File: src/rtl/sdram_seq_pkg.sv
package sdram_seq_pkg;
  // command pins in the order {cs_n, ras_n, cas_n, we_n}
  typedef enum logic [3:0] {
    CMD_MRS = 4'b0000,
    CMD_REF = 4'b0001,
    CMD_PRE = 4'b0010,
    CMD_NOP = 4'b0111
  } sdr_cmd_e;

  typedef enum logic [2:0] {
    ST_STABLE,
    ST_PREALL,
    ST_BOOTREF,
    ST_LOADMODE,
    ST_GAP,
    ST_RUN,
    ST_RUNREF
  } seq_state_e;

  function automatic int unsigned max2(int unsigned a, int unsigned b);
    return (a > b) ? a : b;
  endfunction
endpackage

File: src/rtl/sdram_seq_fsm.sv
module sdram_seq_fsm
  import sdram_seq_pkg::*;
#(
  parameter int unsigned T_WAIT     = 26700,
  parameter int unsigned T_RP       = 3,
  parameter int unsigned T_RC       = 9,
  parameter int unsigned T_RSC      = 2,
  parameter int unsigned N_INIT_REF = 8
) (
  input  logic     clk,
  input  logic     rst_n,
  input  logic     ref_gnt,
  input  logic     owed_nz,
  output sdr_cmd_e cmd,
  output logic     done,
  output logic     run_idle,
  output logic     ref_issue
);
  localparam int unsigned TMAX = max2(max2(T_WAIT, T_RP), max2(T_RC, T_RSC));
  localparam int unsigned TW   = $clog2(TMAX + 1);
  localparam int unsigned NW   = $clog2(N_INIT_REF + 1);

  seq_state_e     st, nxt;
  logic [TW-1:0]  tmr;
  logic [NW-1:0]  nref;
  logic           done_q;

  always_ff @(posedge clk or negedge rst_n) begin
    if (!rst_n) begin
      st     <= ST_STABLE;
      nxt    <= ST_PREALL;
      tmr    <= TW'(T_WAIT - 1);
      nref   <= '0;
      done_q <= 1'b0;
    end else begin
      case (st)
        ST_STABLE:   if (tmr == '0) st <= ST_PREALL; else tmr <= tmr - 1'b1;
        ST_PREALL: begin
          st  <= ST_GAP;
          nxt <= ST_BOOTREF;
          tmr <= TW'(T_RP - 2);
        end
        ST_BOOTREF: begin
          nref <= nref + 1'b1;
          st   <= ST_GAP;
          tmr  <= TW'(T_RC - 2);
          nxt  <= (nref == NW'(N_INIT_REF - 1)) ? ST_LOADMODE : ST_BOOTREF;
        end
        ST_LOADMODE: begin
          st  <= ST_GAP;
          nxt <= ST_RUN;
          tmr <= TW'(T_RSC - 2);
        end
        ST_GAP:      if (tmr == '0) st <= nxt; else tmr <= tmr - 1'b1;
        ST_RUN: begin
          done_q <= 1'b1;
          if (ref_gnt && owed_nz) st <= ST_RUNREF;
        end
        ST_RUNREF: begin
          st  <= ST_GAP;
          nxt <= ST_RUN;
          tmr <= TW'(T_RC - 2);
        end
        default:     st <= ST_STABLE;
      endcase
    end
  end

  always_comb begin
    case (st)
      ST_PREALL:             cmd = CMD_PRE;
      ST_BOOTREF, ST_RUNREF: cmd = CMD_REF;
      ST_LOADMODE:           cmd = CMD_MRS;
      default:               cmd = CMD_NOP;
    endcase
  end

  assign done      = done_q || (st == ST_RUN);
  assign run_idle  = (st == ST_RUN);
  assign ref_issue = (st == ST_RUNREF);

  // the mode load follows only after the full start-up refresh count
  p_boot_count_r3: assert property (@(posedge clk) disable iff (!rst_n)
    (st == ST_LOADMODE) |-> (nref == NW'(N_INIT_REF)));

  // a run-time refresh needs a grant while something was owed
  p_grant_owed_r8: assert property (@(posedge clk) disable iff (!rst_n)
    (st == ST_RUNREF) |-> $past(ref_gnt && owed_nz));
endmodule

File: src/rtl/sdram_refresh_budget.sv
module sdram_refresh_budget #(
  parameter int unsigned T_REFI   = 2075,
  parameter int unsigned MAX_OWED = 8,
  localparam int unsigned IW = $clog2(T_REFI + 1),
  localparam int unsigned OW = $clog2(MAX_OWED + 1)
) (
  input  logic          clk,
  input  logic          rst_n,
  input  logic          enable,
  input  logic          take,
  output logic [OW-1:0] owed,
  output logic          urgent
);
  logic [IW-1:0] ivl;
  logic          tick;

  // take first, then add, so an expiry at the cap and a take cancel out
  function automatic logic [OW-1:0] next_owed(logic [OW-1:0] cur, logic add, logic sub);
    int unsigned n;
    n = int'(cur);
    if (sub && n > 0) n = n - 1;
    if (add && n < MAX_OWED) n = n + 1;
    return OW'(n);
  endfunction

  assign tick = enable && (ivl == IW'(T_REFI - 1));

  always_ff @(posedge clk or negedge rst_n) begin
    if (!rst_n) begin
      ivl  <= '0;
      owed <= '0;
    end else begin
      if (enable) ivl <= tick ? '0 : ivl + 1'b1;
      owed <= next_owed(owed, tick, take);
    end
  end

  assign urgent = (owed == OW'(MAX_OWED));

  p_owed_cap_r10: assert property (@(posedge clk) disable iff (!rst_n)
    owed <= OW'(MAX_OWED));

  p_coincide_r11: assert property (@(posedge clk) disable iff (!rst_n)
    (tick && take) |=> (owed == $past(owed)));

  p_take_needs_owed_r8: assert property (@(posedge clk) disable iff (!rst_n)
    take |-> (owed != '0));
endmodule

File: src/rtl/sdram_pin_drive.sv
module sdram_pin_drive
  import sdram_seq_pkg::*;
#(
  parameter int unsigned ADDR_W = 12,
  parameter int unsigned BA_W   = 2,
  parameter int unsigned DQM_W  = 8,
  parameter logic [ADDR_W-1:0] MODE_WORD = 12'h030
) (
  input  sdr_cmd_e          cmd,
  input  logic              done,
  output logic              cke,
  output logic              cs_n,
  output logic              ras_n,
  output logic              cas_n,
  output logic              we_n,
  output logic [DQM_W-1:0]  dqm,
  output logic [ADDR_W-1:0] addr,
  output logic [BA_W-1:0]   ba
);
  localparam int unsigned AP_BIT = 10;

  function automatic logic [ADDR_W-1:0] mode_bus(logic [ADDR_W-1:0] m);
    logic [ADDR_W-1:0] r;
    r = m;
    r[9:7] = 3'b000;
    return r;
  endfunction

  assign {cs_n, ras_n, cas_n, we_n} = cmd;
  assign cke = 1'b1;
  assign dqm = done ? '0 : '1;
  assign ba  = '0;

  always_comb begin
    addr = '0;
    if (cmd == CMD_PRE) addr[AP_BIT] = 1'b1;
    else if (cmd == CMD_MRS) addr = mode_bus(MODE_WORD);
  end
endmodule

File: src/rtl/sdram_boot_refresh.sv
module sdram_boot_refresh
  import sdram_seq_pkg::*;
#(
  parameter int unsigned T_WAIT     = 26700,
  parameter int unsigned T_RP       = 3,
  parameter int unsigned T_RC       = 9,
  parameter int unsigned T_RSC      = 2,
  parameter int unsigned N_INIT_REF = 8,
  parameter int unsigned T_REFI     = 2075,
  parameter int unsigned MAX_OWED   = 8,
  parameter int unsigned ADDR_W     = 12,
  parameter int unsigned BA_W       = 2,
  parameter int unsigned DQM_W      = 8,
  parameter logic [ADDR_W-1:0] MODE_WORD = 12'h030
) (
  input  logic              clk,
  input  logic              rst_n,
  input  logic              ref_gnt,
  output logic              ref_req,
  output logic              ref_urgent,
  output logic              init_done,
  output logic              sd_cke,
  output logic              sd_cs_n,
  output logic              sd_ras_n,
  output logic              sd_cas_n,
  output logic              sd_we_n,
  output logic [DQM_W-1:0]  sd_dqm,
  output logic [ADDR_W-1:0] sd_addr,
  output logic [BA_W-1:0]   sd_ba
);
  localparam int unsigned OW = $clog2(MAX_OWED + 1);
  localparam int unsigned SW = $clog2(T_RC + 1);

  sdr_cmd_e      cmd;
  logic          done, run_idle, ref_issue;
  logic [OW-1:0] owed;

  sdram_seq_fsm #(
    .T_WAIT(T_WAIT), .T_RP(T_RP), .T_RC(T_RC), .T_RSC(T_RSC), .N_INIT_REF(N_INIT_REF)
  ) u_fsm (
    .clk(clk), .rst_n(rst_n), .ref_gnt(ref_gnt), .owed_nz(owed != '0),
    .cmd(cmd), .done(done), .run_idle(run_idle), .ref_issue(ref_issue)
  );

  sdram_refresh_budget #(.T_REFI(T_REFI), .MAX_OWED(MAX_OWED)) u_budget (
    .clk(clk), .rst_n(rst_n), .enable(done), .take(ref_issue),
    .owed(owed), .urgent(ref_urgent)
  );

  sdram_pin_drive #(
    .ADDR_W(ADDR_W), .BA_W(BA_W), .DQM_W(DQM_W), .MODE_WORD(MODE_WORD)
  ) u_pins (
    .cmd(cmd), .done(done), .cke(sd_cke), .cs_n(sd_cs_n), .ras_n(sd_ras_n),
    .cas_n(sd_cas_n), .we_n(sd_we_n), .dqm(sd_dqm), .addr(sd_addr), .ba(sd_ba)
  );

  assign init_done = done;
  assign ref_req   = run_idle && (owed != '0);

  // events seen at the pins, for the checks below
  logic          pin_ref, pin_mrs;
  logic [SW-1:0] since_ref;
  assign pin_ref = ({sd_cs_n, sd_ras_n, sd_cas_n, sd_we_n} == 4'b0001);
  assign pin_mrs = ({sd_cs_n, sd_ras_n, sd_cas_n, sd_we_n} == 4'b0000);

  always_ff @(posedge clk or negedge rst_n) begin
    if (!rst_n)                       since_ref <= SW'(T_RC);
    else if (pin_ref)                 since_ref <= '0;
    else if (since_ref != SW'(T_RC))  since_ref <= since_ref + 1'b1;
  end

  p_ref_gap_r9: assert property (@(posedge clk) disable iff (!rst_n)
    pin_ref |-> (since_ref >= SW'(T_RC - 1)));

  p_ref_granted_r8: assert property (@(posedge clk) disable iff (!rst_n)
    (pin_ref && init_done) |-> $past(ref_gnt));

  p_mrs_bus_r4: assert property (@(posedge clk) disable iff (!rst_n)
    pin_mrs |-> (sd_addr[9:7] == 3'b000 && sd_ba == '0));

  p_done_sticky_r5: assert property (@(posedge clk) disable iff (!rst_n)
    init_done |=> init_done);
endmodule

File: config.mk
export PLATFORM = sky130hd
export DESIGN_NAME = sdram_boot_refresh
export DESIGN_NICKNAME = d
export VERILOG_FILES = /design/src/rtl/sdram_seq_pkg.sv /design/src/rtl/sdram_seq_fsm.sv /design/src/rtl/sdram_refresh_budget.sv /design/src/rtl/sdram_pin_drive.sv /design/src/rtl/sdram_boot_refresh.sv
export SDC_FILE = /design/constraint.sdc
export NUM_CORES = 1
export LEC_CHECK = 0
export BUFFER_PORTS_ARGS = -buffer_cell sky130_fd_sc_hd__buf_2
export CAP_MARGIN = 0
export CORE_MARGIN = 1
export CORE_UTILIZATION = 55
export DETAILED_ROUTE_END_ITERATION = 10
export GPL_TIMING_DRIVEN = 1
export PLACE_DENSITY = 0.78
export SLEW_MARGIN = 20
export SYNTH_ARGS = -nofsm -noshare
export SYNTH_HDL_FRONTEND = slang
export SYNTH_SLANG_ARGS = --single-unit
export TNS_END_PERCENT = 20
File: constraint.sdc
create_clock -name clk -period 6.4 [get_ports clk]
set_clock_uncertainty 0.2 [all_clocks]
set_input_delay 0.96 -clock clk [delete_from_list [all_inputs] [get_ports clk]]
set_output_delay 0.96 -clock clk [all_outputs]
set_load 0.02 [all_outputs]
==> summary.md <==
| Metric | Value |
|---|---|
| LEAKAGE | `0.00123 uW` |
| Post-CTS Resized | `0` |
| Mapped Area | `2660 um2` |
| Xor and xnor area share after synthesis | `3.96%` |
| Post-CTS setup repair buffer count | `0` |
| Cells after Synth | `287` |
| Adder-cell share of the synthesized area | `2.83%` |
| Crit. End Element | `primary output` |
| Initial DRC Count | `145` |
| Sink Count | `42` |
| Worst-path clk slew | `0.08 ns` |
| Total track usage | `21.6%` |
| Post-Route WL | `5100 um` |
| Dpl hpwl | `3590 um` |
| Routed WL per cell | `14.8 um` |
| RR Startpoint | `u_fsm.st[0]$_DFFE_PN0P_` |
| Top Family by Delay on Critical Path | `flip-flops` |
| Die H | `71.5 um` |
| Multiplexer share of the synthesized area | `2.17%` |
| CP Launch Type | `flop` |
| Initial Utilization | `58.9%` |
| H-tree Lvls | `2` |
| Reg-to-reg endpoint | `u_budget.owed[2]$_DFF_PN0_` |
| Worst Path Buf+Inv | `2` |
| First-pass GRT wire length | `8680 um` |
| Synth Flop Type | `dfrtp_1` |
| Worst path required time | `5.24 ns` |
| Outcome | `finished, final reports clean` |
| Critical hold path startpoint | `u_fsm.nref[3]$_DFFE_PN0P_` |
| CP peak stage delay | `0.67 ns` |
| CP max-delay cell | `dfrtp_1` |
| Largest net degree at the start of global routing | `43` |
| RSZ-0062 raised after global routing | `false` |
| Max Clk Rate | `322 MHz` |
| Number of flops mapped to enable cells by yosys | `0` |
| Port buffer count | `19` |
| Vias in the first global route | `1860` |
| Max_cap viols | `0` |
| Simple-Gate Fraction of Synth Area | `25.2%` |
| Synth Register Bits | `42` |
| Number of placement rows | `24` |
| Vias per cell | `6.01` |
| Root buf cell | `clkbuf_8` |
| Final GP Congestion | `0.847` |
| Min cycle time layout | `3.10 ns` |
| Core ar. | `4500 um2` |
| Worst Setup Slack, final | `3.30 ns` |
| Crit path max fanout | `15` |
| Tcrit/Tclk final | `48.5%` |
| Critical path, cell by cell | `and3b_1, or2_1, inv_2, buf_2` |
| Diode count | `0` |
| Area Overhead vs Synth | `4.05%` |
| Layout cells sized above 1 | `17.4%` |
| # hold bufs at CTS | `0` |
| Largest family of logic cells by synthesized area | `simple AND/OR/NAND/NOR gates` |
| Synth top area cells | `dfrtp_1 32%, dfstp_2 7.9%, buf_4 5.9%, nand2_1 3.1%, xnor2_1 3.0%` |
| WHS | `0.267 ns` |
| Slew Limit Fails | `0` |
| Layout Nets | `301` |
| DRC | `0` |
| Hold Crit Depth | `1` |
| Top-area cell type share of the netlist area | `32.0%` |
| Hold Vio Cnt, Final | `0` |
| Synth Area in Compound Gates | `16.1%` |
| Yosys warns | `0` |
| Min-delay worst type | `flop to flop` |
| Crit path launch | `u_fsm.st[1]$_DFFE_PN0P_` |
| First-pass DRT Iterations | `4` |
| R2R Setup Slk | `4.02 ns` |
| Final Util | `61.3%` |
| IO Count | `33` |
| Power Dens Cells | `172 nW/um2` |
| Clk buf depth | `2` |
| Post-synthesis sequential area ratio | `40.0%` |
| Cell taking the most area after synthesis | `dfrtp_1` |
| Slew Limit Headroom | `38.9%` |
| Setup CP Type | `flop to primary output` |
| Initial antenna violation count | `0` |
| Final setup viols | `0` |
| Fin Setup TNS | `0 ns` |
| Synth cell types | `64` |
| Async set-reset flop share out of synthesis | `100%` |
| Num CTS Buffers | `5` |
| Vias | `2072` |
| Worst Max-Slew Pin Slew | `0.917 ns` |
| Cell count after placement | `337` |
| GRT Residual Overflow | `0` |
| Die X | `71.5 um` |
| Worst vdd ir | `0.000120 V` |
| CP Data Arrival Time | `1.94 ns` |
| TritonCTS clock tree | `done` |
| Antenna Nets Post-Route | `0` |
| Final instance count without filler cells | `345` |
| Mapped Avg Cell Area | `9.25 um2` |
| Die area | `5110 um2` |
| Worst slack at placement | `3.65 ns` |
| Min-Delay Endpoint | `u_fsm.nref[3]$_DFFE_PN0P_` |
| Reg2Reg Depth | `8` |
| Worst-skew pair later-pin latency | `0.30 ns` |
worst register-to-register path: stages, from the launching register on:
cell       delay (ns)
dfrtp_1          0.57
nand3b_4         0.28
nor2_1           0.22
mux2_1           0.37
inv_1            0.09
ha_1             0.16
inv_1            0.05
a2111oi_2        0.23
xnor2_1          0.16
stage by stage:
| step | power [uW] | cell area, um2 |
|---|---|---|
| after floorplan | 283 | 2700 |
| after global placement | 283 | 2650 |
| after detailed placement | 283 | 2650 |
| after CTS | 481 | 2760 |
| after global routing | 493 | 2760 |
| final | 476 | 2760 |
power by group:
group | total, uW | leakage [uW] | switching [uW] | internal (uW)
Sequential | 265 | 0.000532 | 0 | 265
Combinational | 12.3 | 0.000638 | 11.9 | 0.448
Clock | 198 | 0.0000575 | 89.3 | 109
Total | 476 | 0.00123 | 101 | 375
Yosys cell counts (3+ instances only):
cell        n
and3_1      3
buf_2       4
xnor2_1     9
nor3_1      7
o211ai_1    6
nand3_1    14
dfstp_2     8
nor4_1      5
xor2_1      3
nand4_1     8
nand2b_1    3
a21oi_1    12
buf_4      21
nor2_1     20
dfrtp_1    34
clkbuf_1    6
or4_1       3
a31oi_1     6
nand2_1    22
o21ai_0    13
ha_1        6
o2111ai_1   3
inv_1      12
o21ai_1     4
registers in the layout, indices dropped and copies added, names as in the netlist:
name	count
u_budget.ivl	12
u_budget.owed	4
u_fsm.done_q	1
u_fsm.nref	4
u_fsm.nxt	3
u_fsm.st	3
u_fsm.tmr	15
logic make-up (layout without fill, tap and decap cells):
group / after synthesis / after routing
and+or+nand+nor: 111 / 111
AOI/OAI and AO/OA: 64 / 64
buffers and inverters: 45 / 40
DFF: 42 / 42
xor gates and xnor gates: 12 / 12
adders and majority gates: 6 / 6
muxes: 5 / 5
other: 2 / 13
how the worst max path moves through the flow:
stage	slack [ns]	cells past startpoint	to
global route	3.18	4	sd_dqm[7]
floorplan	3.67	6	sd_dqm[1]
finish	3.30	4	sd_dqm[7]
global placement	3.70	4	sd_dqm[0]
CTS	3.30	4	sd_dqm[7]
detailed placement	3.65	4	sd_dqm[7]
placed cells by master (no fill, tap or decap), types with 4 or more instances in the layout:
cell type,synthesis,layout
a21oi_1,12,12
conb_1,2,13
o21ai_1,4,4
xnor2_1,9,9
dfstp_2,8,8
dfrtp_1,34,34
nand4_1,8,8
nand2_1,22,22
o21ai_0,13,13
nand3_1,14,14
a31oi_1,6,6
inv_1,12,12
nor2_1,20,20
o211ai_1,6,6
clkbuf_8,0,8
ha_1,6,6
buf_2,4,19
nor3_1,7,7
nor4_1,5,5
final cells by class:
class	count	area (um2)
Clock buffer	8	110
Timing Repair Buffer	19	95.1
Multi-Input combinational cell	211	1380
Fill cell	383	1740
Inverter	13	48.8
Tap cell	52	65.1
Sequential cell	42	1060
per-layer routing:
| layer | track usage [%] | part of all wire (%) |
|---|---|---|
| met1 | 33.3 | 49 |
| met2 | 30.7 | 45 |
| met3 | 3.52 | 5.4 |
| met4 | 8.06 | 1.2 |
| met5 | 0 | 0 |
(Power assumes the default switching activity.)
